--- src/rtl/tw_slave_pkg.sv ---
// Shared types for the two-wire slave address front end.
package tw_slave_pkg;
    // Address-phase state: idle, collecting bits, driving acknowledge, selected.
    typedef enum logic [1:0] {
        ST_IDLE,
        ST_ADDR,
        ST_ACK,
        ST_SEL
    } tw_state_t;
endpackage

--- src/rtl/tw_line_sync.sv ---
// Multi-flop synchronizer for the serial lines, plus one extra flop that
// holds the previous synchronized value for edge detection.
// Assumes the lines idle high, so every flop resets to 1. STAGES >= 2.
module tw_line_sync #(
    parameter int N_LINES = 2,
    parameter int STAGES  = 2
) (
    input  logic               clk,
    input  logic               rst_n,
    input  logic [N_LINES-1:0] raw_i,
    output logic [N_LINES-1:0] now_o,
    output logic [N_LINES-1:0] prev_o
);
    for (genvar g = 0; g < N_LINES; g++) begin : g_line
        logic [STAGES-1:0] chain;
        logic              last_q;

        // Shift the raw pad value through the synchronizer chain.
        always_ff @(posedge clk) begin
            if (!rst_n) chain <= '1;
            else        chain <= {chain[STAGES-2:0], raw_i[g]};
        end

        // Keep the previous synchronized sample for edge detection.
        always_ff @(posedge clk) begin
            if (!rst_n) last_q <= 1'b1;
            else        last_q <= chain[STAGES-1];
        end

        assign now_o[g]  = chain[STAGES-1];
        assign prev_o[g] = last_q;
    end
endmodule

--- src/rtl/tw_addr_regs.sv ---
// Own-address and mask registers behind one shared write location.
// The top bit of the written word selects the mask (1) or the own-address (0).
// Reads return the own-address only; the mask is write-only.
module tw_addr_regs #(
    parameter int AW = 7
) (
    input  logic          clk,
    input  logic          rst_n,
    input  logic          wr_en,
    input  logic [AW:0]   wdata,
    output logic [AW-1:0] own_o,
    output logic [AW-1:0] mask_o,
    output logic [AW:0]   rdata_o
);
    // Load whichever register the select bit names.
    always_ff @(posedge clk) begin
        if (!rst_n) begin
            own_o  <= '0;
            mask_o <= '1;
        end else if (wr_en) begin
            if (wdata[AW]) mask_o <= wdata[AW-1:0];
            else           own_o  <= wdata[AW-1:0];
        end
    end

    // Read path exposes the own-address with a zero select bit.
    assign rdata_o = {1'b0, own_o};
endmodule

--- src/rtl/tw_addr_fsm.sv ---
// Address-phase controller. Decodes start/stop and clock edges from the
// synchronized lines, shifts in address plus direction bit MSB first, and
// runs the masked compare. On a hit it pulls the data line low for one clock
// period. Assumes the inputs are already synchronized to clk.
module tw_addr_fsm
    import tw_slave_pkg::*;
#(
    parameter int AW = 7
) (
    input  logic          clk,
    input  logic          rst_n,
    input  logic          scl_now,
    input  logic          scl_prev,
    input  logic          sda_now,
    input  logic          sda_prev,
    input  logic [AW-1:0] own_addr,
    input  logic [AW-1:0] addr_mask,
    output logic          pull_o,
    output logic          match_o,
    output logic          rw_o,
    output logic          start_p_o,
    output logic          stop_p_o
);
    localparam int FRAME = AW + 1;
    localparam int CW    = $clog2(FRAME + 1);
    localparam logic [CW-1:0] FRAME_C = CW'(FRAME);

    tw_state_t     state;
    logic [CW-1:0] bit_cnt;
    logic [AW:0]   shreg;
    logic          start_ev, stop_ev, scl_rise, scl_fall, hit;

    // Line events seen on the synchronized samples.
    always_comb begin
        start_ev = scl_now & scl_prev & sda_prev & ~sda_now;
        stop_ev  = scl_now & scl_prev & ~sda_prev & sda_now;
        scl_rise = scl_now & ~scl_prev;
        scl_fall = ~scl_now & scl_prev;
        hit      = ((shreg[AW:1] & addr_mask) == (own_addr & addr_mask));
    end

    // Address-phase sequencing and acknowledge drive.
    always_ff @(posedge clk) begin
        if (!rst_n) begin
            state     <= ST_IDLE;
            bit_cnt   <= '0;
            shreg     <= '0;
            pull_o    <= 1'b0;
            rw_o      <= 1'b0;
            start_p_o <= 1'b0;
            stop_p_o  <= 1'b0;
        end else begin
            start_p_o <= start_ev;
            stop_p_o  <= stop_ev;
            if (start_ev) begin
                state   <= ST_ADDR;
                bit_cnt <= '0;
                pull_o  <= 1'b0;
            end else if (stop_ev) begin
                state  <= ST_IDLE;
                pull_o <= 1'b0;
            end else begin
                case (state)
                    ST_ADDR: begin
                        if (scl_rise && bit_cnt != FRAME_C) begin
                            shreg   <= {shreg[AW-1:0], sda_now};
                            bit_cnt <= bit_cnt + 1'b1;
                        end else if (scl_fall && bit_cnt == FRAME_C) begin
                            if (hit) begin
                                state  <= ST_ACK;
                                pull_o <= 1'b1;
                                rw_o   <= shreg[0];
                            end else begin
                                state <= ST_IDLE;
                            end
                        end
                    end
                    ST_ACK: begin
                        if (scl_fall) begin
                            state  <= ST_SEL;
                            pull_o <= 1'b0;
                        end
                    end
                    default: ;
                endcase
            end
        end
    end

    // Selected from acceptance until the next start or stop.
    assign match_o = (state == ST_ACK) || (state == ST_SEL);
endmodule

--- src/rtl/twowire_addr_slave.sv ---
// Top of the two-wire slave address front end: line synchronizer, shared
// address/mask registers and address-phase controller. The data line output
// is an active-high pull-down enable for an open-drain pad.
module twowire_addr_slave #(
    parameter int AW          = 7,
    parameter int SYNC_STAGES = 2
) (
    input  logic        clk,
    input  logic        rst_n,
    input  logic        scl_in,
    input  logic        sda_in,
    output logic        sda_pull_o,
    input  logic        reg_wr_en,
    input  logic [AW:0] reg_wdata,
    output logic [AW:0] reg_rdata,
    output logic        rw_flag_o,
    output logic        addr_match_o,
    output logic        start_det_o,
    output logic        stop_det_o
);
    logic [1:0]    line_now, line_prev;
    logic [AW-1:0] own_addr, addr_mask;

    tw_line_sync #(.N_LINES(2), .STAGES(SYNC_STAGES)) u_sync (
        .clk    (clk),
        .rst_n  (rst_n),
        .raw_i  ({sda_in, scl_in}),
        .now_o  (line_now),
        .prev_o (line_prev)
    );

    tw_addr_regs #(.AW(AW)) u_regs (
        .clk     (clk),
        .rst_n   (rst_n),
        .wr_en   (reg_wr_en),
        .wdata   (reg_wdata),
        .own_o   (own_addr),
        .mask_o  (addr_mask),
        .rdata_o (reg_rdata)
    );

    tw_addr_fsm #(.AW(AW)) u_fsm (
        .clk       (clk),
        .rst_n     (rst_n),
        .scl_now   (line_now[0]),
        .scl_prev  (line_prev[0]),
        .sda_now   (line_now[1]),
        .sda_prev  (line_prev[1]),
        .own_addr  (own_addr),
        .addr_mask (addr_mask),
        .pull_o    (sda_pull_o),
        .match_o   (addr_match_o),
        .rw_o      (rw_flag_o),
        .start_p_o (start_det_o),
        .stop_p_o  (stop_det_o)
    );
endmodule

--- config.mk ---
export PLATFORM = sky130hd
export DESIGN_NAME = twowire_addr_slave
export DESIGN_NICKNAME = d
export VERILOG_FILES = /design/src/rtl/tw_slave_pkg.sv /design/src/rtl/tw_line_sync.sv /design/src/rtl/tw_addr_regs.sv /design/src/rtl/tw_addr_fsm.sv /design/src/rtl/twowire_addr_slave.sv
export SDC_FILE = /design/constraint.sdc
export NUM_CORES = 1
export LEC_CHECK = 0
export BUFFER_PORTS_ARGS = -buffer_cell sky130_fd_sc_hd__buf_2
export CAP_MARGIN = 10
export CORE_MARGIN = 1
export CORE_UTILIZATION = 46
export CTS_CLUSTER_SIZE = 14
export DETAILED_ROUTE_END_ITERATION = 7
export GPL_TIMING_DRIVEN = 0
export HOLD_SLACK_MARGIN = 0.05
export PLACE_DENSITY_LB_ADDON = 0.15
export SETUP_SLACK_MARGIN = 0.02
export SYNTH_ARGS = -nofsm -noshare
export SYNTH_HDL_FRONTEND = slang
export SYNTH_SLANG_ARGS = --single-unit
--- constraint.sdc ---
create_clock -name clk -period 2.2 [get_ports clk]
set_input_delay 0.22 -clock clk [delete_from_list [all_inputs] [get_ports clk]]
set_output_delay 0.22 -clock clk [all_outputs]
set_load 0.03 [all_outputs]
==> results of run 1 <==
[state kept, by name, indices dropped and copies added, names as in the netlist]
| signal | flops |
|---|---|
| u_fsm.bit_cnt | 4 |
| u_fsm.pull_o | 1 |
| u_fsm.rw_o | 1 |
| u_fsm.shreg | 8 |
| u_fsm.start_p_o | 1 |
| u_fsm.state | 2 |
| u_fsm.stop_p_o | 1 |
| u_regs.mask_o | 7 |
| u_regs.own_o | 7 |
| u_sync.g_line.chain | 4 |
| u_sync.g_line.last_q | 2 |
[cells by family (layout without fill, tap and decap cells)]
group,Yosys count,count (layout),share of synthesized area
AO/OA/AOI/OAI,22,22,0.106
XOR/XNOR,11,11,0.0594
adder cells (fa/ha/maj),5,5,0.0386
buffers and inverters,13,47,0.0355
flip-flops,38,38,0.469
multiplexers,9,9,0.0555
other,1,1,0.00231
AND/OR/NAND/NOR,79,79,0.234
[cell usage after synthesis (2+ instances only)]
master / n / area, µm²
sky130_fd_sc_hd__nor2b_1: 9 / 56.3
sky130_fd_sc_hd__nand3_1: 11 / 55.1
sky130_fd_sc_hd__clkbuf_1: 4 / 15.0
sky130_fd_sc_hd__dfxtp_1: 38 / 761
sky130_fd_sc_hd__o211a_1: 2 / 20.0
sky130_fd_sc_hd__inv_1: 6 / 22.5
sky130_fd_sc_hd__nand2_1: 35 / 131
sky130_fd_sc_hd__a21oi_1: 2 / 10.0
sky130_fd_sc_hd__nor2_1: 9 / 33.8
sky130_fd_sc_hd__ha_1: 5 / 62.6
sky130_fd_sc_hd__mux2i_1: 9 / 90.1
sky130_fd_sc_hd__a21boi_0: 4 / 30.0
sky130_fd_sc_hd__buf_4: 2 / 15.0
sky130_fd_sc_hd__a22oi_1: 2 / 15.0
sky130_fd_sc_hd__a21boi_1: 3 / 22.5
sky130_fd_sc_hd__nand2b_1: 8 / 50.1
sky130_fd_sc_hd__xor2_1: 10 / 87.6
[final cells by class]
type	count	area share
plain buffers	7	0.0186
clock buffers	7	0.0293
clock inverters	1	0.00266
inverters	6	0.0120
multi-input cells	127	0.428
flip-flops and latches	38	0.405
well taps	46	0.0306
repair buffers	26	0.0745
[where the power goes]
| part | internal (mW) | switching, mW | leakage [nW] | total [mW] |
|---|---|---|---|---|
| Combinational | 0.155 | 0.240 | 0.513 | 0.394 |
| Clock | 0.155 | 0.225 | 0.0353 | 0.380 |
| Sequential | 0.736 | 0.0335 | 0.310 | 0.769 |
[through the flow]
stage               hold slack (ns)  utilization
floorplan                     0.293            -
global placement              0.395        0.535
detailed placement            0.397        0.535
CTS                          0.0859        0.559
global route                 0.0902        0.559
finish                       0.0859        0.559
[final timing paths]
| path | endpoint | slack [ns] | cells after the start |
|---|---|---|---|
| setup / recovery | u_fsm.bit_cnt[3] | 0.38 | 9 |
| hold / removal | u_regs.mask_o[3] | 0.09 | 3 |
| setup reg to reg | u_fsm.bit_cnt[3] | 0.38 | 9 |
| hold reg to reg | u_sync.g_line[1].chain[1] | 0.42 | 1 |
[timing repair]
item,CTS,global route
hold endpoints to repair,2,0
hold buffers,2,0
gates resized for setup,0,0
[layer usage]
layer,routed length (µm),up-vias
met1,1550,598
met3,120,5
met5,0,-
li1,-,657
met2,1380,17
met4,50,0
[critical path: stages (launching register included)]
cell and delay [ns]:
sky130_fd_sc_hd__dfxtp_1 0.41, sky130_fd_sc_hd__inv_1 0.07, sky130_fd_sc_hd__ha_1 0.20, sky130_fd_sc_hd__nand3b_1 0.14, sky130_fd_sc_hd__and4b_1 0.19, sky130_fd_sc_hd__buf_2 0.14
sky130_fd_sc_hd__buf_4 0.21, sky130_fd_sc_hd__nand4_1 0.13, sky130_fd_sc_hd__xor2_1 0.15, sky130_fd_sc_hd__nor2_1 0.05
==> results by group, run 1 <==
Status
  – Status: complete, no violations

Setup path
  – Maximum fanout count along the critical path: 10
  – Signal arrival time at the worst endpoint: about 2.0 ns
  – Data required, critical path: 2.43 ns
  – Worst setup path startpoint: u_fsm.bit_cnt[0]
  – Critical path startpoint category: flip-flop
  – Worst Setup End Kind: flip-flop
  – Beginning of the worst register-to-register path: u_fsm.bit_cnt[0]
  – Worst Path Class, Setup: reg -> reg

Placement
  – Number of buffers inserted by port buffering: 24
  – Post-Place Cell Area: approximately 1800 µm²
  – Detailed-placement wirelength estimate: 2320 µm
  – Setup Slack @ Placement: 0.390 ns
  – Post-placement cell count: 248
  – Routability cong.: 0.744

CTS
  – TritonCTS clock tree: built
  – Post-CTS Setup Repair Bufs: 0
  – Total clock sinks: 38
  – Master cell of the clock root buffer: sky130_fd_sc_hd__clkbuf_4
  – Num CTS Buffers: 5
  – Clock transition at the registers of the reported paths: 0.11 ns
  – Worst-Skew Late Latency: 0.35 ns
  – Number of H-tree branching levels: 2
  – Largest buffer count on any clock path: 2

Synthesis
  – Yosys reg bits: 38
  – Post-Synthesis Mean Instance Area: 9.12 µm²
  – Number of warning messages in the yosys log: 0
  – Syn_nets: 196
  – Number of cells produced by synthesis: 178
  – Cell variety after synth: 36
  – Synth async-reset ratio: 0
  – Sequential share of the synthesized area: 0.469
  – Number of enable-type register cells in the synthesized netlist: 0
  – Post-Synthesis Cell Area: 1620 µm²
  – Most used flip-flop cell after synthesis: sky130_fd_sc_hd__dfxtp_1

Global route
  – Maximum number of pins on one net before global-route repair: 12
  – Global Route met1 Usage: 0.241
  – Antenna violations before repair: 0
  – Met2 usage: 0.300
  – Met3 track demand over resource: 0.0735
  – Via count of the first global-routing pass: 1107
  – Global-route wire length before repair: 5010 µm
  – Most crowded layer after global routing: met2
  – All-layer global routing usage: 0.191
  – Total grt overflow: 0

Cells and area
  – Most common cell after layout, fill and taps aside: sky130_fd_sc_hd__dfxtp_1
  – Nets@finish: 229
  – Layout cells sized above 1: 0.184
  – Final Instance Count excl. Fillers: approximately 260
  – Register Area: 761 µm²
  – Leading cell types in the layout, fill and taps excluded: 38 x sky130_fd_sc_hd__dfxtp_1, 35 x sky130_fd_sc_hd__nand2_1, 25 x sky130_fd_sc_hd__buf_2
  – Antenna cell count: 0
  – Cell area after layout: between 1500 and 2000 µm²
  – Number of fill cells: between 300 and 400
  – Area of the multi-input gates: 805 µm²
  – Layout area overhead: 15.9%

Floorplanning
  – Std cell rows: 21
  – Initial core utilization: 0.483
  – Horizontal die dimension: 61.4 µm
  – Boundary pin count: 26
  – Full die area: approximately 3800 µm²
  – Die outline height: 61.4 µm
  – Core Footprint: roughly 3400 µm²

Timing
  – Ratio of final minimum period to clock period: 0.826
  – Count of pins over their slew limit: 0
  – Final worst-path setup slack: 0.384 ns
  – Top achievable clock speed: 551 MHz
  – Final clock skew: around 0.011 ns
  – Final setup viols: 0
  – RSZ-0062 raised after global routing: no
  – Shortest period the worst path allows: 1.82 ns
  – Setup Total Neg Slack: 0 ns
  – Final hold violation count: 0

Power and ir drop
  – Power Density: approximately 800 nW/µm²
  – Leakage: 0.859 nW
  – Max VDD drop: approximately 430 µV
  – Final total power: 1.54 mW

Route
  – Routed len/inst: 12.0 µm
  – Antenna Nets Post-Route: 0
  – Detailed-route DRC error count: 0
  – Overall via count from detail_route: between 1000 and 1500
  – Per-cell via count in the routed design: between 4 and 5
  – First-pass iteration count of the detailed router: 4
  – Post-detailed-routing wire length: between 3000 and 4000 µm
  – Starting DRT DRC Count: 21

Min path
  – Min-delay worst type: in -> reg
  – Hold wc startpoint: reg_wdata[3]

Job
  – Total of max-cap violations: 0
(Power assumes the default switching activity.)
==> run 2: changes to the inputs <==
==> constraint.sdc (replaced) <==
create_clock -name clk -period 1.9 [get_ports clk]
set_input_delay 0.19 -clock clk [delete_from_list [all_inputs] [get_ports clk]]
set_output_delay 0.19 -clock clk [all_outputs]
set_load 0.03 [all_outputs]
==> run 2 against run 1 <==
Combinational power increased by 16%. Clock power increased by 16%. Sequential power is 16% higher.
==> results by group, run 2 (synthesis results as in run 1) <==
Cells and area
  – Largest Register: u_fsm.shreg
  – Layout cells sized above 1: 0.193
  – Number of fill cells: 343
  – Most common cell after layout, fill and taps aside: sky130_fd_sc_hd__dfxtp_1
  – Antenna cell count: 0
  – Number of flip-flops in the largest register: 8
  – Leading cell types in the layout, fill and taps excluded: 36 x sky130_fd_sc_hd__dfxtp_1, 35 x sky130_fd_sc_hd__nand2_1, 25 x sky130_fd_sc_hd__buf_2
  – Final Instance Count excl. Fillers: ~260
  – Layout area overhead: 16.3%
  – Nets@finish: about 230
  – Registers with the highest flip-flop counts: u_fsm.shreg x8, u_regs.mask_o x7, u_regs.own_o x7
  – Cell area after layout: approximately 1900 µm²

Route
  – Starting DRT DRC Count: 24
  – Overall via count from detail_route: 1280
  – Per-cell via count in the routed design: 4.96
  – First-pass iteration count of the detailed router: 4
  – Routed len/inst: 12.0 µm
  – Detailed-route DRC error count: 0
  – Post-detailed-routing wire length: between 3000 and 4000 µm
  – Antenna Nets Post-Route: 0

CTS
  – Num CTS Buffers: 5
  – Largest buffer count on any clock path: 2
  – Number of H-tree branching levels: 2
  – TritonCTS clock tree: built
  – Master cell of the clock root buffer: sky130_fd_sc_hd__clkbuf_4
  – Clock transition at the registers of the reported paths: 0.11 ns
  – Worst-Skew Late Latency: 0.35 ns
  – Total clock sinks: 38
  – Post-CTS Setup Repair Bufs: 0

Setup path
  – Critical Path Max Stage Delay: 0.38 ns
  – Buffers and inverters on the worst path: 3
  – Data required, critical path: 2.13 ns
  – Critical path startpoint category: flip-flop
  – Gate family responsible for the most delay along the worst path: simple AND/OR/NAND/NOR gates
  – Cell depth of the worst setup path: 9
  – Worst Setup End Kind: flip-flop
  – Maximum fanout count along the critical path: 10
  – Number of cell instances on the worst register-to-register path: 9
  – Worst-path cell with the longest stage delay: sky130_fd_sc_hd__dfxtp_2
  – Signal arrival time at the worst endpoint: approximately 2.0 ns
  – Series of cell instances along the critical path: inv_1 -> ha_1 -> nand3b_1 -> and4b_1 -> buf_2 -> buf_6 -> nand4_1 -> xor2_1 -> nor2_1
  – Worst Path Class, Setup: reg -> reg

Placement
  – Routability cong.: 0.744
  – Post-placement cell count: 248
  – Number of buffers inserted by port buffering: 24
  – Setup Slack @ Placement: 0.0897 ns
  – Post-Place Cell Area: 1800 µm²
  – Detailed-placement wirelength estimate: between 2000 and 2500 µm

Floorplanning
  – Initial core utilization: 0.483
  – Std cell rows: 21
  – Horizontal die dimension: 61.4 µm
  – Boundary pin count: 26
  – Die outline height: around 61 µm
  – Core Footprint: 3360 µm²
  – Full die area: 3770 µm²

Min path
  – Min-delay worst type: in -> reg
  – Hold Path Stages: 3

Timing
  – Setup Total Neg Slack: 0 ns
  – Top achievable clock speed: 580 MHz
  – Final hold violation count: 0
  – Shortest period the worst path allows: 1.72 ns
  – Final clock skew: 0.0105 ns
  – Ratio of final minimum period to clock period: 0.907
  – Count of pins over their slew limit: 0
  – Final worst-path setup slack: between 0.15 and 0.2 ns
  – Final setup viols: 0
  – RSZ-0062 raised after global routing: no

Job
  – Total of max-cap violations: 0

Power and ir drop
  – Leakage: about 0.86 nW
  – Final total power: 1.79 mW
  – Max VDD drop: 498 µV
  – Power Density: between 900 and 1000 nW/µm²

Global route
  – Total grt overflow: 0
  – Antenna violations before repair: 0
  – Via count of the first global-routing pass: 1107
  – All-layer global routing usage: 0.191
  – Maximum number of pins on one net before global-route repair: 12
  – Global-route wire length before repair: 5010 µm

Status
  – Status: complete, no violations
-- run 2: where the power goes --
group          internal, mW  switching (mW)
clock                 0.179           0.261
sequential            0.852          0.0388
combinational         0.180           0.278
-- run 2: layout make-up --
cell class / instances / area [µm²] / area share
Buffer: 7 / 38.8 / 0.0206
Timing Repair Buffer: 26 / 140 / 0.0743
Clock buffer: 7 / 55.1 / 0.0292
Tap cell: 46 / 57.6 / 0.0305
Inverter: 6 / 22.5 / 0.0119
Sequential cell: 38 / 763 / 0.405
Clock inverter: 1 / 5.00 / 0.00265
Multi-Input combinational cell: 127 / 805 / 0.426
-- run 2: routing by layer --
| metal | up-vias | share of wire | track usage |
|---|---|---|---|
| met5 | - | 0 | 0 |
| met1 | 600 | 0.50 | 0.241 |
| met4 | 0 | 0.016 | 0.0667 |
| met2 | 17 | 0.45 | 0.300 |
| li1 | 658 | - | - |
| met3 | 5 | 0.039 | 0.0735 |
-- run 2: path summary, 6_finish.rpt --
check,startpoint,endpoint,slack (ns)
worst min register to register,u_sync.g_line[1].chain[0],u_sync.g_line[1].chain[1],0.42
worst min-delay path,reg_wdata[3],u_regs.mask_o[3],0.06
worst max-delay path,u_fsm.bit_cnt[0],u_fsm.bit_cnt[3],0.18
worst max register to register,u_fsm.bit_cnt[0],u_fsm.bit_cnt[3],0.18
-- run 2: metrics by stage --
step,hold WS [ns],util
floorplan,0.263,-
global placement,0.370,0.535
detailed placement,0.375,0.535
CTS,0.0559,0.559
global route,0.0602,0.561
finish,0.0562,0.561
-- run 2: timing repair --
item,in CTS,in global routing
endpoints found under the hold margin,2,0
setup endpoints to repair,0,2
resized for setup,0,3
hold buffers,2,0
-- run 2: worst reg2reg max path, stage by stage (launching register included) --
cell and delay, ns:
sky130_fd_sc_hd__dfxtp_2 0.38, sky130_fd_sc_hd__inv_1 0.05, sky130_fd_sc_hd__ha_1 0.20, sky130_fd_sc_hd__nand3b_1 0.14, sky130_fd_sc_hd__and4b_1 0.19, sky130_fd_sc_hd__buf_2 0.15, sky130_fd_sc_hd__buf_6 0.17, sky130_fd_sc_hd__nand4_1 0.12
sky130_fd_sc_hd__xor2_1 0.15, sky130_fd_sc_hd__nor2_1 0.05
==> run 3: changes to the inputs <==
--- a/config.mk
+++ b/config.mk
@@ -13,7 +13,7 @@
 export DETAILED_ROUTE_END_ITERATION = 7
 export GPL_TIMING_DRIVEN = 0
 export HOLD_SLACK_MARGIN = 0.05
-export PLACE_DENSITY_LB_ADDON = 0.15
+export PLACE_DENSITY = 0.67
 export SETUP_SLACK_MARGIN = 0.02
 export SYNTH_ARGS = -nofsm -noshare
 export SYNTH_HDL_FRONTEND = slang
==> run 3 against run 2 <==
Register-to-register slack got worse by 0.03 ns. First-iteration DRC count up 79%. Clock skew shrank 0.0032 ns. Final cell count increased by 0.39%. Wire length rose by 2.5%. Flip-flop and latch count unchanged. Die area unchanged. Global-route usage is 0.33 points higher. Utilization rose by 1.8 points. Fmax shrank 1.7%. Combinational power about the same. Via count rose by 1.7%. Critical path type unchanged. Largest power group unchanged.
==> results by group, run 3 (synthesis results as in run 1) <==
Cells and area
  – Finished Core Util: 0.579
  – Layout cells sized above 1: 0.197
  – Registers with the highest flip-flop counts: u_fsm.shreg x8, u_regs.mask_o x7, u_regs.own_o x7
  – Antenna cell count: 0
  – Largest Register: u_fsm.shreg
  – Most common cell after layout, fill and taps aside: sky130_fd_sc_hd__dfxtp_1
  – Leading cell types in the layout, fill and taps excluded: 36 x sky130_fd_sc_hd__dfxtp_1, 35 x sky130_fd_sc_hd__nand2_1, 25 x sky130_fd_sc_hd__buf_2
  – Nets@finish: 230
  – Layout area overhead: 20.0%
  – Final Instance Count excl. Fillers: 259
  – Number of flip-flops in the largest register: 8

CTS
  – Master cell of the clock root buffer: sky130_fd_sc_hd__clkbuf_4
  – TritonCTS clock tree: built
  – Number of H-tree branching levels: 2
  – Num CTS Buffers: 5
  – Post-CTS Setup Repair Bufs: 0
  – Total clock sinks: 38
  – Clock transition at the registers of the reported paths: 0.11 ns
  – Largest buffer count on any clock path: 2
  – Worst-Skew Late Latency: 0.35 ns

Setup path
  – Signal arrival time at the worst endpoint: ~2 ns
  – Worst Path Class, Setup: reg -> reg
  – Critical Path Max Stage Delay: 0.38 ns
  – Worst-path cell with the longest stage delay: sky130_fd_sc_hd__dfxtp_2
  – Critical path startpoint category: flip-flop
  – Buffers and inverters on the worst path: 3
  – Worst Setup End Kind: flip-flop
  – Series of cell instances along the critical path: inv_1 -> ha_1 -> nand3b_1 -> and4b_1 -> buf_2 -> buf_6 -> nand4_1 -> xor2_1 -> nor2_1
  – Maximum fanout count along the critical path: 10
  – Data required, critical path: 2.12 ns
  – Cell depth of the worst setup path: 9
  – Number of cell instances on the worst register-to-register path: 9
  – Gate family responsible for the most delay along the worst path: simple AND/OR/NAND/NOR gates

Route
  – Overall via count from detail_route: 1302
  – Post-detailed-routing wire length: ~3200 µm
  – Detailed-route DRC error count: 0
  – Routed len/inst: between 10 and 15 µm
  – Antenna Nets Post-Route: 0
  – Per-cell via count in the routed design: 5.03
  – First-pass iteration count of the detailed router: 4
  – Starting DRT DRC Count: 43

Global route
  – All-layer global routing usage: 0.194
  – Antenna violations before repair: 0
  – Via count of the first global-routing pass: 1175
  – Maximum number of pins on one net before global-route repair: 13
  – Global-route wire length before repair: 5150 µm
  – Total grt overflow: 0

Timing
  – RSZ-0062 raised after global routing: no
  – Final worst-path setup slack: 0.148 ns
  – Top achievable clock speed: 571 MHz
  – Final clock skew: 0.00727 ns
  – Final hold violation count: 0
  – Setup Total Neg Slack: 0 ns
  – Ratio of final minimum period to clock period: 0.922
  – Final setup viols: 0
  – Shortest period the worst path allows: roughly 1.8 ns
  – Count of pins over their slew limit: 0

Status
  – Status: complete, no violations

Placement
  – Number of buffers inserted by port buffering: 24
  – Detailed-placement wirelength estimate: 2340 µm
  – Post-placement cell count: ~250
  – Routability cong.: 0.777
  – Setup Slack @ Placement: 0.0619 ns

Floorplanning
  – Core Footprint: around 3400 µm²
  – Full die area: 3770 µm²
  – Std cell rows: 21
  – Initial core utilization: 0.483
  – Horizontal die dimension: 61.4 µm
  – Die outline height: 61.4 µm
  – Boundary pin count: 26

Power and ir drop
  – Final total power: 2.06 mW
  – Leakage: 0.888 nW
  – Power Density: 1060 nW/µm²
  – Max VDD drop: ~650 µV

Min path
  – Hold Path Stages: 3
  – Min-delay worst type: in -> reg

Job
  – Total of max-cap violations: 0
run 3: cell type report:
| type | instances | area [µm²] |
|---|---|---|
| sequential | 38 | 763 |
| fill | 347 | 1420 |
| inverter | 6 | 22.5 |
| clock inverter | 2 | 60.1 |
| buffer | 7 | 38.8 |
| clock buffer | 6 | 51.3 |
| tap | 46 | 57.6 |
| multi-input combinational | 127 | 805 |
| timing repair buffer | 27 | 150 |
run 3: power breakdown:
group | switching (mW) | internal (mW)
combinational | 0.279 | 0.181
clock | 0.266 | 0.446
sequential | 0.0372 | 0.852
run 3: final timing paths:
path	from	end	slack, ns
max	u_fsm.bit_cnt[0]	u_fsm.bit_cnt[3]	0.15
min	reg_wdata[6]	u_regs.mask_o[6]	0.06
max reg2reg	u_fsm.bit_cnt[0]	u_fsm.bit_cnt[3]	0.15
min reg2reg	u_sync.g_line[0].chain[0]	u_sync.g_line[0].chain[1]	0.42
run 3: worst register-to-register path, cell delays in order, from the launching register on:
cell	delay, ns
sky130_fd_sc_hd__dfxtp_2	0.38
sky130_fd_sc_hd__inv_1	0.05
sky130_fd_sc_hd__ha_1	0.19
sky130_fd_sc_hd__nand3b_1	0.15
sky130_fd_sc_hd__and4b_1	0.20
sky130_fd_sc_hd__buf_2	0.15
sky130_fd_sc_hd__buf_6	0.17
sky130_fd_sc_hd__nand4_1	0.13
sky130_fd_sc_hd__xor2_1	0.16
sky130_fd_sc_hd__nor2_1	0.05
run 3: repair_timing:
action	CTS	global route
hold endpoints to repair	2	1
hold buffers	2	1
endpoints found under the setup margin	0	3
resized for setup	0	3
run 3: metal layers:
layer,global-route usage,wire (µm)
met1,0.229,1500
met2,0.321,1510
met3,0.0630,119
met4,0.0889,53
met5,0,0
run 3: metrics by stage:
stage | area, µm² | hold WS [ns]
final | 1950 | 0.0610
after detailed placement | 1800 | 0.379
after global routing | 1950 | 0.0526
after global placement | 1800 | 0.373
after floorplan | 1620 | 0.263
after CTS | 1930 | 0.0514
